### config.mk
export PLATFORM = sky130hd
export DESIGN_NAME = dual_interval_timer
export DESIGN_NICKNAME = d
export VERILOG_FILES = /design/src/rtl/dit_pkg.sv /design/src/rtl/dit_regs.sv /design/src/rtl/dit_prescale.sv /design/src/rtl/dit_counter.sv /design/src/rtl/dit_busy.sv /design/src/rtl/dual_interval_timer.sv
export SDC_FILE = /design/constraint.sdc
export NUM_CORES = 1
export LEC_CHECK = 0
export ABC_AREA = 0
export BUFFER_PORTS_ARGS = -buffer_cell sky130_fd_sc_hd__buf_2
export CORE_UTILIZATION = 65
export CTS_BUF_LIST = sky130_fd_sc_hd__clkbuf_2 sky130_fd_sc_hd__clkbuf_4 sky130_fd_sc_hd__clkbuf_8
export DETAILED_ROUTE_END_ITERATION = 8
export GPL_TIMING_DRIVEN = 0
export HOLD_SLACK_MARGIN = 0.15
export PLACE_DENSITY = 0.95
export SYNTH_ARGS = -nofsm -noshare
export SYNTH_HDL_FRONTEND = slang
export SYNTH_SLANG_ARGS = --single-unit
### constraint.sdc
create_clock -name clk -period 3.68 [get_ports clk]
set_input_delay 1.104 -clock clk [delete_from_list [all_inputs] [get_ports clk]]
set_output_delay 1.104 -clock clk [all_outputs]
set_load 0.05 [all_outputs]
### src/rtl/dit_pkg.sv
// Package: register addresses and control-word layout shared by the
// dual interval timer. Assumes an 8-bit write data path.
package dit_pkg;
    localparam logic [7:0] ADDR_A_HI  = 8'h24;
    localparam logic [7:0] ADDR_A_LO  = 8'h25;
    localparam logic [7:0] ADDR_B     = 8'h26;
    localparam logic [7:0] ADDR_CTRL  = 8'h27;

    typedef struct packed {
        logic auto_key;    // bit 7
        logic three_slot;  // bit 6
        logic clr_b;       // bit 5
        logic clr_a;       // bit 4
        logic irq_en_b;    // bit 3
        logic irq_en_a;    // bit 2
        logic start_b;     // bit 1
        logic start_a;     // bit 0
    } ctrl_t;
endpackage

### src/rtl/dit_regs.sv
// Register file: decodes writes into the reload registers and held control
// settings, and passes the raw control word through as a one-cycle command.
// Assumes A_W - 2 <= 8 and B_W <= 8.
module dit_regs
    import dit_pkg::*;
#(
    parameter int A_W = 10,
    parameter int B_W = 8
) (
    input  logic           clk,
    input  logic           rst_n,
    input  logic           wr_en,
    input  logic [7:0]     wr_addr,
    input  logic [7:0]     wr_data,
    output logic [A_W-1:0] reload_a,
    output logic [B_W-1:0] reload_b,
    output logic           ctrl_wr,
    output ctrl_t          ctrl_cmd,
    output logic           irq_en_a,
    output logic           irq_en_b,
    output logic           three_slot,
    output logic           auto_key
);
    localparam int A_HI_W = A_W - 2;

    logic mapped;

    // Decode the control strobe and the set of addresses that are mapped.
    always_comb begin
        ctrl_wr  = wr_en && (wr_addr == ADDR_CTRL);
        ctrl_cmd = ctrl_t'(wr_data);
        mapped   = (wr_addr == ADDR_A_HI) || (wr_addr == ADDR_A_LO) ||
                   (wr_addr == ADDR_B)    || (wr_addr == ADDR_CTRL);
    end

    // Capture the reload registers.
    always_ff @(posedge clk) begin
        if (!rst_n) begin
            reload_a <= '0;
            reload_b <= '0;
        end else if (wr_en) begin
            if (wr_addr == ADDR_A_HI) reload_a[A_W-1:2] <= wr_data[A_HI_W-1:0];
            if (wr_addr == ADDR_A_LO) reload_a[1:0]     <= wr_data[1:0];
            if (wr_addr == ADDR_B)    reload_b          <= wr_data[B_W-1:0];
        end
    end

    // Hold the enables and configuration bits from the last control write.
    always_ff @(posedge clk) begin
        if (!rst_n) begin
            irq_en_a   <= 1'b0;
            irq_en_b   <= 1'b0;
            three_slot <= 1'b0;
            auto_key   <= 1'b0;
        end else if (ctrl_wr) begin
            irq_en_a   <= ctrl_cmd.irq_en_a;
            irq_en_b   <= ctrl_cmd.irq_en_b;
            three_slot <= ctrl_cmd.three_slot;
            auto_key   <= ctrl_cmd.auto_key;
        end
    end

    // unmapped writes leave every held setting unchanged
    assert_unmapped_ignored_R12: assert property (@(posedge clk) disable iff (!rst_n)
        (wr_en && !mapped) |=> ($stable(reload_a) && $stable(reload_b) &&
                                $stable(irq_en_a) && $stable(irq_en_b) &&
                                $stable(three_slot) && $stable(auto_key)));
endmodule

### src/rtl/dit_prescale.sv
// Free-running tick divider: asserts step_out on every 2**DIV_LOG2-th
// tick_en pulse counted since reset. Assumes DIV_LOG2 >= 1.
module dit_prescale #(
    parameter int DIV_LOG2 = 4
) (
    input  logic clk,
    input  logic rst_n,
    input  logic tick_en,
    output logic step_out
);
    logic [DIV_LOG2-1:0] phase;

    // Step on the tick that wraps the divider.
    always_comb step_out = tick_en && (&phase);

    // Count every tick pulse.
    always_ff @(posedge clk) begin
        if (!rst_n)       phase <= '0;
        else if (tick_en) phase <= phase + 1'b1;
    end

    // two divided steps are never adjacent
    assert_step_spacing_R6: assert property (@(posedge clk) disable iff (!rst_n)
        step_out |=> !step_out);
endmodule

### src/rtl/dit_counter.sv
// One reloading down-counter with its expiry flag. A start command loads
// the counter only from zero, a stop command zeroes it; steps move a nonzero
// counter toward zero and reload on expiry. Commands take priority over steps.
module dit_counter #(
    parameter int W = 8
) (
    input  logic         clk,
    input  logic         rst_n,
    input  logic         step,
    input  logic         cmd_wr,
    input  logic         cmd_start,
    input  logic         irq_en,
    input  logic         flag_clr,
    input  logic [W-1:0] reload,
    output logic         flag,
    output logic         expire
);
    localparam logic [W-1:0] ZERO = '0;
    localparam logic [W-1:0] ONE  = W'(1);

    logic [W-1:0] cnt;

    // Expiry is the step that takes the counter from one to zero.
    always_comb expire = step && !cmd_wr && (cnt == ONE);

    // Apply commands, steps and automatic reload.
    always_ff @(posedge clk) begin
        if (!rst_n) begin
            cnt <= ZERO;
        end else if (cmd_wr) begin
            if (!cmd_start)       cnt <= ZERO;
            else if (cnt == ZERO) cnt <= reload;
        end else if (step && (cnt != ZERO)) begin
            if (cnt == ONE) cnt <= reload;
            else            cnt <= cnt - ONE;
        end
    end

    // Clear-then-set update of the flag, so an expiry is never lost.
    always_ff @(posedge clk) begin
        if (!rst_n) flag <= 1'b0;
        else        flag <= (flag & ~flag_clr) | (expire & irq_en);
    end

    // a stop command zeroes the counter
    assert_stop_zeroes_R4: assert property (@(posedge clk) disable iff (!rst_n)
        (cmd_wr && !cmd_start) |=> (cnt == ZERO));
    // an idle counter stays idle without a command
    assert_idle_holds_R3: assert property (@(posedge clk) disable iff (!rst_n)
        ((cnt == ZERO) && !cmd_wr) |=> (cnt == ZERO));
    // expiry reloads from the reload register
    assert_expiry_reload_R5: assert property (@(posedge clk) disable iff (!rst_n)
        expire |=> (cnt == $past(reload)));
    // a flag only rises with its enable set
    assert_flag_gated_R7: assert property (@(posedge clk) disable iff (!rst_n)
        $rose(flag) |-> $past(irq_en));
endmodule

### src/rtl/dit_busy.sv
// Busy window: holds busy high for BUSY_CYCLES clocks after each write.
// Assumes BUSY_CYCLES >= 1.
module dit_busy #(
    parameter int BUSY_CYCLES = 4
) (
    input  logic clk,
    input  logic rst_n,
    input  logic wr_en,
    output logic busy
);
    localparam int BW = $clog2(BUSY_CYCLES + 1);
    localparam logic [BW-1:0] FULL = BW'(BUSY_CYCLES);

    logic [BW-1:0] left;

    // Restart the window on each write, otherwise count it down.
    always_ff @(posedge clk) begin
        if (!rst_n)           left <= '0;
        else if (wr_en)       left <= FULL;
        else if (left != '0)  left <= left - 1'b1;
    end

    always_comb busy = (left != '0);

    // a write makes busy visible on the next cycle
    assert_busy_after_write_R10: assert property (@(posedge clk) disable iff (!rst_n)
        wr_en |=> busy);
    // busy never rises without a write
    assert_busy_needs_write_R10: assert property (@(posedge clk) disable iff (!rst_n)
        (!busy && !wr_en) |=> !busy);
endmodule

### src/rtl/dual_interval_timer.sv
// Top: two reloading interval timers behind a register-write port. The wide
// timer steps on tick_en, the narrow one on every 2**DIV_LOG2-th tick. Status
// gives both flags and a busy bit; irq is the OR of the flags.
module dual_interval_timer
    import dit_pkg::*;
#(
    parameter int A_W         = 10,
    parameter int B_W         = 8,
    parameter int DIV_LOG2    = 4,
    parameter int BUSY_CYCLES = 4
) (
    input  logic       clk,
    input  logic       rst_n,
    input  logic       tick_en,
    input  logic       wr_en,
    input  logic [7:0] wr_addr,
    input  logic [7:0] wr_data,
    output logic       irq,
    output logic [7:0] status,
    output logic       cfg_three_slot,
    output logic       cfg_auto_key
);
    logic [A_W-1:0] reload_a;
    logic [B_W-1:0] reload_b;
    logic           ctrl_wr;
    ctrl_t          ctrl_cmd;
    logic           irq_en_a, irq_en_b;
    logic           step_b;
    logic           flag_a, flag_b, expire_a, expire_b;
    logic           busy;

    dit_regs #(.A_W(A_W), .B_W(B_W)) u_regs (
        .clk(clk), .rst_n(rst_n), .wr_en(wr_en), .wr_addr(wr_addr),
        .wr_data(wr_data), .reload_a(reload_a), .reload_b(reload_b),
        .ctrl_wr(ctrl_wr), .ctrl_cmd(ctrl_cmd), .irq_en_a(irq_en_a),
        .irq_en_b(irq_en_b), .three_slot(cfg_three_slot), .auto_key(cfg_auto_key)
    );

    dit_prescale #(.DIV_LOG2(DIV_LOG2)) u_div (
        .clk(clk), .rst_n(rst_n), .tick_en(tick_en), .step_out(step_b)
    );

    dit_counter #(.W(A_W)) u_cnt_a (
        .clk(clk), .rst_n(rst_n), .step(tick_en), .cmd_wr(ctrl_wr),
        .cmd_start(ctrl_cmd.start_a), .irq_en(irq_en_a),
        .flag_clr(ctrl_wr && ctrl_cmd.clr_a), .reload(reload_a),
        .flag(flag_a), .expire(expire_a)
    );

    dit_counter #(.W(B_W)) u_cnt_b (
        .clk(clk), .rst_n(rst_n), .step(step_b), .cmd_wr(ctrl_wr),
        .cmd_start(ctrl_cmd.start_b), .irq_en(irq_en_b),
        .flag_clr(ctrl_wr && ctrl_cmd.clr_b), .reload(reload_b),
        .flag(flag_b), .expire(expire_b)
    );

    dit_busy #(.BUSY_CYCLES(BUSY_CYCLES)) u_busy (
        .clk(clk), .rst_n(rst_n), .wr_en(wr_en), .busy(busy)
    );

    // Assemble the status byte and the interrupt request.
    always_comb begin
        status = {busy, 5'b0, flag_b, flag_a};
        irq    = flag_a | flag_b;
    end

    // irq only falls after a control write
    assert_irq_held_R9: assert property (@(posedge clk) disable iff (!rst_n)
        $fell(irq) |-> $past(ctrl_wr));
    // the configuration bits only move on a control write
    assert_cfg_stable_R11: assert property (@(posedge clk) disable iff (!rst_n)
        !ctrl_wr |=> ($stable(cfg_three_slot) && $stable(cfg_auto_key)));
    // an expiry reaches the flag when enabled
    assert_expire_sets_flag_R5: assert property (@(posedge clk) disable iff (!rst_n)
        (expire_a && irq_en_a) |=> flag_a);
    assert_expire_b_sets_flag_R6: assert property (@(posedge clk) disable iff (!rst_n)
        (expire_b && irq_en_b) |=> flag_b);
endmodule

==> results_dict.tcl, run 1 <==
set metrics [dict create \
    cts_buffers 5 \
    dp_cells 367 \
    yosys.area_share.simple 0.205 \
    ys_warn_count 0 \
    core_sq_mm 0.00377 \
    synthXorXnorAreaFrac 0.0500 \
    clk_pin_slew_worst_paths_ns 0.08 \
    power.density_mw_per_mm2 413 \
    post-cts-setup-buffers 0 \
    max_freq_mhz 375 \
    timing_max_transition_violations_final 0 \
    p_sw_frac 0.307 \
    rows 22 \
    die_height_um 65.6 \
    reg2reg_from "u_cnt_a.cnt[0]" \
    cts_sinks 49 \
    synthCells 293 \
    finClkSkew_ns 0.0122 \
    dp_hpwl_um 4170 \
    hold_path.class "reg2reg" \
    cts_resized 0 \
    async_reset_ff_frac 0 \
    rsz0062_at_grt "false" \
    cts.root.buffer_cell "clkbuf_8" \
    fp.dieW_um 65.6 \
    ios 31 \
    synth.distinct_cells 53 \
    crit_buf_inv 4 \
    cp_top_family "adder cells" \
    nNetsFinal 354 \
    portBuffers 22 \
    worst_path_max_delay_cell "dfxtp_1" \
    worst_pin_slew_ns 0.566 \
    critical-path-max-stage-delay_ns 0.35 \
    power_frac_seq 0.495 \
    dr.pass1.iters 4 \
    power.leakage_nw 1.25 \
    start_util 0.697 \
    internal_power_mw 0.831 \
    arrival_ns 1.57 \
    start_kind "flop" \
    cp_cell_sequence "inv_1, ha_1, ha_1, inv_1, buf_4, buf_2" \
    synth_edf_count 0 \
    grt_pass1_wl_um 9100 \
    synth-compound-area-share 0.186 \
    switchingPower_mw 0.369 \
    reg2regPathDepth 8 \
    synth-main-ff-cell "dfxtp_1" \
    critPathMaxFanout 6 \
    yosysSeqAreaShare 0.373 \
    min_from "u_regs.irq_en_a" \
    wl_per_cell_um 15.2 \
    crit_start "u_busy.left[0]" \
    avgViaCountPerCell 5.77 \
    routed_wl_um 5710 \
    grt_max_degree 15 \
    worstHoldEndpoint "u_regs.irq_en_a" \
    slew_headroom 0.622 \
    syn_area_per_cell_sq_um 8.98 \
    power_frac_comb 0.233 \
    r2r-end "u_cnt_a.cnt[8]" \
    p_clk_frac 0.273 \
    setup_violations 0 \
    cts_max_path_buffers 2 \
    ant_nets 0 \
    final.min_clock_period_ns 2.67 \
    finalSetupTns_ns 0 \
    tritoncts "built" \
    drive_above_1_share 0.177 \
    worstSetupEndpointType "output pin" \
    peakVddDrop_uv 353 \
    htree_levels 2 \
    synth_adder_area_share 0.0381 \
    period_share 0.726 \
    hold_violations 0 \
    die_area_sq_mm 0.00430 \
    grt_use_total 0.285 \
    min_path_cells 2 \
    status "complete, no violations" \
    muxShareOfSynthArea 0.0766 \
    ys_seq_elements 49 \
    gp_congestion 0.896 \
    critPathRequiredTime_ns 2.58 \
    fin_cells 375 \
    clk-insertion-delay-late_ns 0.31 \
    max_cap_viol_count 0 \
    n_antenna_cell 0 \
    antenna_found_initial 0 \
    grt_pass1_vias 1936 \
    postCtsHoldBufs 0 \
    critical_path_class "reg2out" \
    rrSetupSlack_ns 1.69 \
    via_count 2165 \
    areaGrowthSynthToFinish_pct 10.5 \
    grt_overflow 0 \
    synth_top_family_by_area "simple AND/OR/NAND/NOR gates" \
    drcViolationCount 0 \
    drt_iter0_markers 151 \
    synth_area_sq_mm 0.00263 \
]
[synthesized netlist by cell type (all sizes together) (6+ instances only)]
| cell type | number | area share |
|---|---|---|
| buf | 14 | 0.043 |
| inv | 12 | 0.017 |
| a21oi | 21 | 0.041 |
| ha | 8 | 0.038 |
| dfxtp | 49 | 0.37 |
| mux2i | 19 | 0.072 |
| o21ai | 19 | 0.036 |
| nand2 | 19 | 0.027 |
| nor2b | 20 | 0.048 |
| a21boi | 6 | 0.017 |
| nor2 | 16 | 0.025 |
| clkbuf | 7 | 0.010 |
| xor2 | 10 | 0.033 |
| nor3 | 6 | 0.013 |
| a22oi | 13 | 0.037 |
[worst min-delay path, cell delays in order (launching register included)]
cell and delay, ns:
dfxtp_1 0.32, nand2_1 0.05, a21boi_0 0.07
[routing by layer]
layer	wire (um)	vias to the layer above	share of wire	global-route usage
li1	-	1084	-	-
met2	2620	69	0.46	0.448
met5	0	-	0	0
met4	119	0	0.021	0.125
met3	323	11	0.057	0.0556
met1	2650	1001	0.46	0.376
[sequential cells by signal, indices dropped and copies added (netlist names)]
| register | count |
|---|---|
| u_busy.left | 3 |
| u_cnt_a.cnt | 10 |
| u_cnt_a.flag | 1 |
| u_cnt_b.cnt | 8 |
| u_cnt_b.flag | 1 |
| u_div.phase | 4 |
| u_regs.auto_key | 1 |
| u_regs.irq_en_a | 1 |
| u_regs.irq_en_b | 1 |
| u_regs.reload_a | 10 |
| u_regs.reload_b | 8 |
| u_regs.three_slot | 1 |
[logic make-up after synthesis]
logic type      count (synthesis)
simple gates                   92
compound gates                 75
flops                          49
buf+inv                        33
mux                            20
xor+xnor                       15
fa+ha+maj                       8
other cells                     1
[worst max-delay path by stage]
stage / depth (start not counted) / end
2_1_floorplan: 8 / u_cnt_b.cnt[5]
3_3_place_gp: 9 / u_cnt_a.cnt[8]
3_5_place_dp: 9 / u_cnt_a.cnt[8]
4_1_cts: 6 / status[7]
5_1_grt: 6 / status[7]
6_report: 6 / status[7]
[final cells by class]
cell class | instances | area (sq um)
buffer | 21 | 139
clock buffer | 7 | 83.8
clock inverter | 1 | 7.51
fill | 268 | 865
inverter | 12 | 45.0
multi-input combinational | 215 | 1480
sequential | 49 | 981
tap | 48 | 60.1
timing repair buffer | 22 | 110
[power groups by stage]
stage / Sequential (mW) / Clock [mW] / Combinational (mW)
2_1_floorplan: 0.598 / 0 / 0.224
3_3_place_gp: 0.603 / 0 / 0.266
5_1_grt: 0.598 / 0.353 / 0.307
6_report: 0.594 / 0.327 / 0.279
3_5_place_dp: 0.606 / 0 / 0.276
4_1_cts: 0.594 / 0.328 / 0.277
[stage by stage]
stage                     utilization  setup WS, ns  power (mW)  cell area [sq um]  hold WS, ns
after floorplan                     -          1.26       0.822               2650        0.444
final                           0.771          1.01        1.20               2910        0.475
after CTS                       0.771         0.993        1.20               2910        0.477
after global routing            0.771         0.897        1.26               2910        0.501
after detailed placement        0.747         0.927       0.882               2820        0.461
after global placement          0.747         0.947       0.869               2820        0.450
[placed cells by master, fill, tap and decap left out, types with 2 or more instances in the layout]
cell	synthesis	routed
a21o_1	2	2
a21boi_0	6	6
and2_1	3	3
and3_1	3	3
nor4_2	2	2
inv_1	12	12
nor2_2	2	2
ha_1	8	8
nand2_1	19	19
nor3_1	5	5
clkbuf_4	0	2
xor2_1	10	10
nand2b_1	3	3
nand4_1	4	4
mux2i_1	19	19
o21ai_0	16	16
conb_1	1	5
xnor2_1	5	5
a21oi_1	20	20
buf_4	11	11
nand3_1	5	5
clkbuf_1	7	7
dfxtp_1	49	49
a22oi_1	13	13
o21ai_1	3	3
clkbuf_8	0	5
buf_2	2	24
nor2_1	14	14
nor2b_1	20	20
a31oi_1	4	4
No activity file was read; power rests on OpenSTA's default activity.
==> run 2: changes to the inputs <==
ABC_AREA = 1   (was 0)
CORE_UTILIZATION = 61   (was 65)
PLACE_DENSITY = 0.9   (was 0.95)
clock period = 2.75 ns   (was 3.68 ns; I/O delays follow)
==> results_dict.tcl, run 2 <==
set metrics [dict create \
    status "complete, no violations" \
    drt_iter0_markers 337 \
    die_area_sq_mm 0.00515 \
    top_regs "u_cnt_a.cnt x10, u_regs.reload_a x10" \
    cp.depth 6 \
    cts_buffers 5 \
    core_sq_mm 0.00469 \
    yosysSeqAreaShare 0.330 \
    wl_met1_um 3130 \
    internal_power_mw 1.12 \
    critPathMaxFanout 5 \
    hold_violations 0 \
    synth_most_common_cell "nand2_1" \
    crit_end "status[7]" \
    crit_start "u_busy.left[0]" \
    worstSetupEndpointType "output pin" \
    dr_wl_met3_um 456 \
    period_share 0.894 \
    post-cts-setup-buffers 0 \
    clk-insertion-delay-late_ns 0.31 \
    hold_path.class "reg2reg" \
    worst_path_max_delay_cell "dfxtp_1" \
    maxUsedRoutingLayer "met4" \
    dp_cells 545 \
    portBuffers 23 \
    crit_buf_inv 4 \
    critPathRequiredTime_ns 1.93 \
    max_cap_viol_count 0 \
    hold_ws_ns 0.463 \
    antenna_found_initial 0 \
    syn_area_per_cell_sq_um 6.40 \
    fp.dieW_um 71.8 \
    setup_slack_ns 0.291 \
    fin_cells 553 \
    power_frac_seq 0.453 \
    die_height_um 71.8 \
    cts_sinks 49 \
    power_frac_comb 0.276 \
    ys_warn_count 0 \
    timing_max_transition_violations_final 0 \
    finClkSkew_ns 0.00686 \
    ios 31 \
    ant_nets 0 \
    cts_max_path_buffers 2 \
    rrSetupSlack_ns 0.88 \
    reg2reg_from "u_cnt_a.cnt[0]" \
    n_antenna_cell 0 \
    rows 25 \
    grt_pass1_vias 2732 \
    rsz0062_at_grt "false" \
    setup_violations 0 \
    postCtsHoldBufs 0 \
    fillers 405 \
    ys_seq_elements 49 \
    synth_top_cells_by_count "nand2_1 (99), nor2_1 (69), inv_1 (55), dfxtp_1 (49), nand3_1 (44)" \
    synth.distinct_cells 30 \
    power.total_mw 1.73 \
    avgViaCountPerCell 5.53 \
    cts.root.buffer_cell "clkbuf_8" \
    peakVddDrop_uv 391 \
    power.leakage_nw 1.51 \
    wl_per_cell_um 12.7 \
    grt_overflow 0 \
    critical-path-max-stage-delay_ns 0.34 \
    p_clk_frac 0.271 \
    synth-main-ff-cell "dfxtp_1" \
    grt_max_degree 17 \
    design_area_sq_mm 0.00327 \
    arrival_ns 1.63 \
    cts_resized 0 \
    wl_met2_um 3240 \
    place_area_sq_mm 0.00317 \
    synth_top_area_cell "dfxtp_1" \
    via_count 3059 \
    async_reset_ff_frac 0 \
    start_kind "flop" \
    grt_use_total 0.287 \
    r2r-end "u_cnt_a.cnt[5]" \
    gp_congestion 0.910 \
    utilization 0.697 \
    htree_levels 2 \
    areaGrowthSynthToFinish_pct 10.0 \
    cp_top_family "buffers and inverters" \
    switchingPower_mw 0.606 \
    finalSetupTns_ns 0 \
    synthCells 464 \
    reg2regPathDepth 12 \
    final.min_clock_period_ns 2.46 \
    nNetsFinal 526 \
    drcViolationCount 0 \
    synth_area_leaders "dfxtp_1 (33%), nand2_1 (13%), nor2_1 (8.7%)" \
    start_util 0.633 \
    grt_pass1_wl_um 11700 \
    synth_area_sq_mm 0.00297 \
    routed_wl_um 7010 \
    tritoncts "built" \
    p_sw_frac 0.350 \
    max_freq_mhz 407 \
    dr.pass1.iters 5 \
    mostFrequentLayoutCell "nand2_1" \
    layout_common_cells "nand2_1 (99), nor2_1 (69), inv_1 (55)" \
    clk_pin_slew_worst_paths_ns 0.09 \
    critical_path_class "reg2out" \
    drive_above_1_share 0.154 \
    dp_hpwl_um 5270 \
    yosysTopAreaCellShare 0.330 \
    place_ws_ns 0.633 \
    power.density_mw_per_mm2 529 \
    cp_cell_sequence "inv_1, ha_1, ha_1, inv_1, buf_4, buf_2" \
    synth_edf_count 0 \
]
==> run 2: worst register-to-register path, stage by stage (launching register included) <==
cell and delay [ns]:
dfxtp_1 0.36, inv_1 0.18, ha_1 0.27, nand2_1 0.08, nor2_1 0.18, nand3_2 0.16, nand2_1 0.10, nand2_1 0.07
nand2_2 0.09, buf_6 0.14, nand2_1 0.06, nand2_1 0.06, nor2_1 0.05
==> run 2: worst min path at each step <==
stage	start	to	slack, ns	cells after the start
after global placement	u_regs.reload_a[8]	u_regs.reload_a[8]	0.45	2
after global routing	u_regs.irq_en_b	u_regs.irq_en_b	0.49	2
final	u_regs.reload_a[8]	u_regs.reload_a[8]	0.46	2
after floorplan	u_regs.reload_a[7]	u_regs.reload_a[7]	0.43	2
after detailed placement	u_regs.reload_a[8]	u_regs.reload_a[8]	0.45	2
after CTS	u_regs.reload_a[8]	u_regs.reload_a[8]	0.47	2
==> run 2: power groups by stage <==
stage                     Clock, mW  Combinational, mW  Sequential [mW]
after floorplan                   0              0.377            0.788
after global placement            0              0.453            0.797
after detailed placement          0              0.464            0.798
after CTS                     0.475              0.470            0.782
after global routing          0.501              0.544            0.788
final                         0.468              0.478            0.782
==> run 2: area by class of cell <==
type / instances / area, sq um / area share
multi-input combinational: 337 / 1620 / 0.497
sequential: 49 / 981 / 0.300
inverter: 60 / 225 / 0.0689
buffer: 22 / 155 / 0.0475
timing repair buffer: 23 / 115 / 0.0352
clock buffer: 6 / 82.6 / 0.0253
tap: 54 / 67.6 / 0.0207
clock inverter: 2 / 17.5 / 0.00536
==> run 2: kinds of logic after synthesis <==
| logic type | share of synthesized area |
|---|---|
| and+or+nand+nor | 0.361 |
| DFF | 0.330 |
| other | 0.00126 |
| adders and majority gates | 0.0337 |
| buffers and inverters | 0.128 |
| xor gates and xnor gates | 0.00590 |
| AOI/OAI and AO/OA | 0.140 |
==> run 2: metal layers <==
layer  global-route usage  vias up
li1                     -     1529
met1                0.374     1373
met2                0.466      133
met3               0.0506       24
met4                0.129        0
met5                    0        -
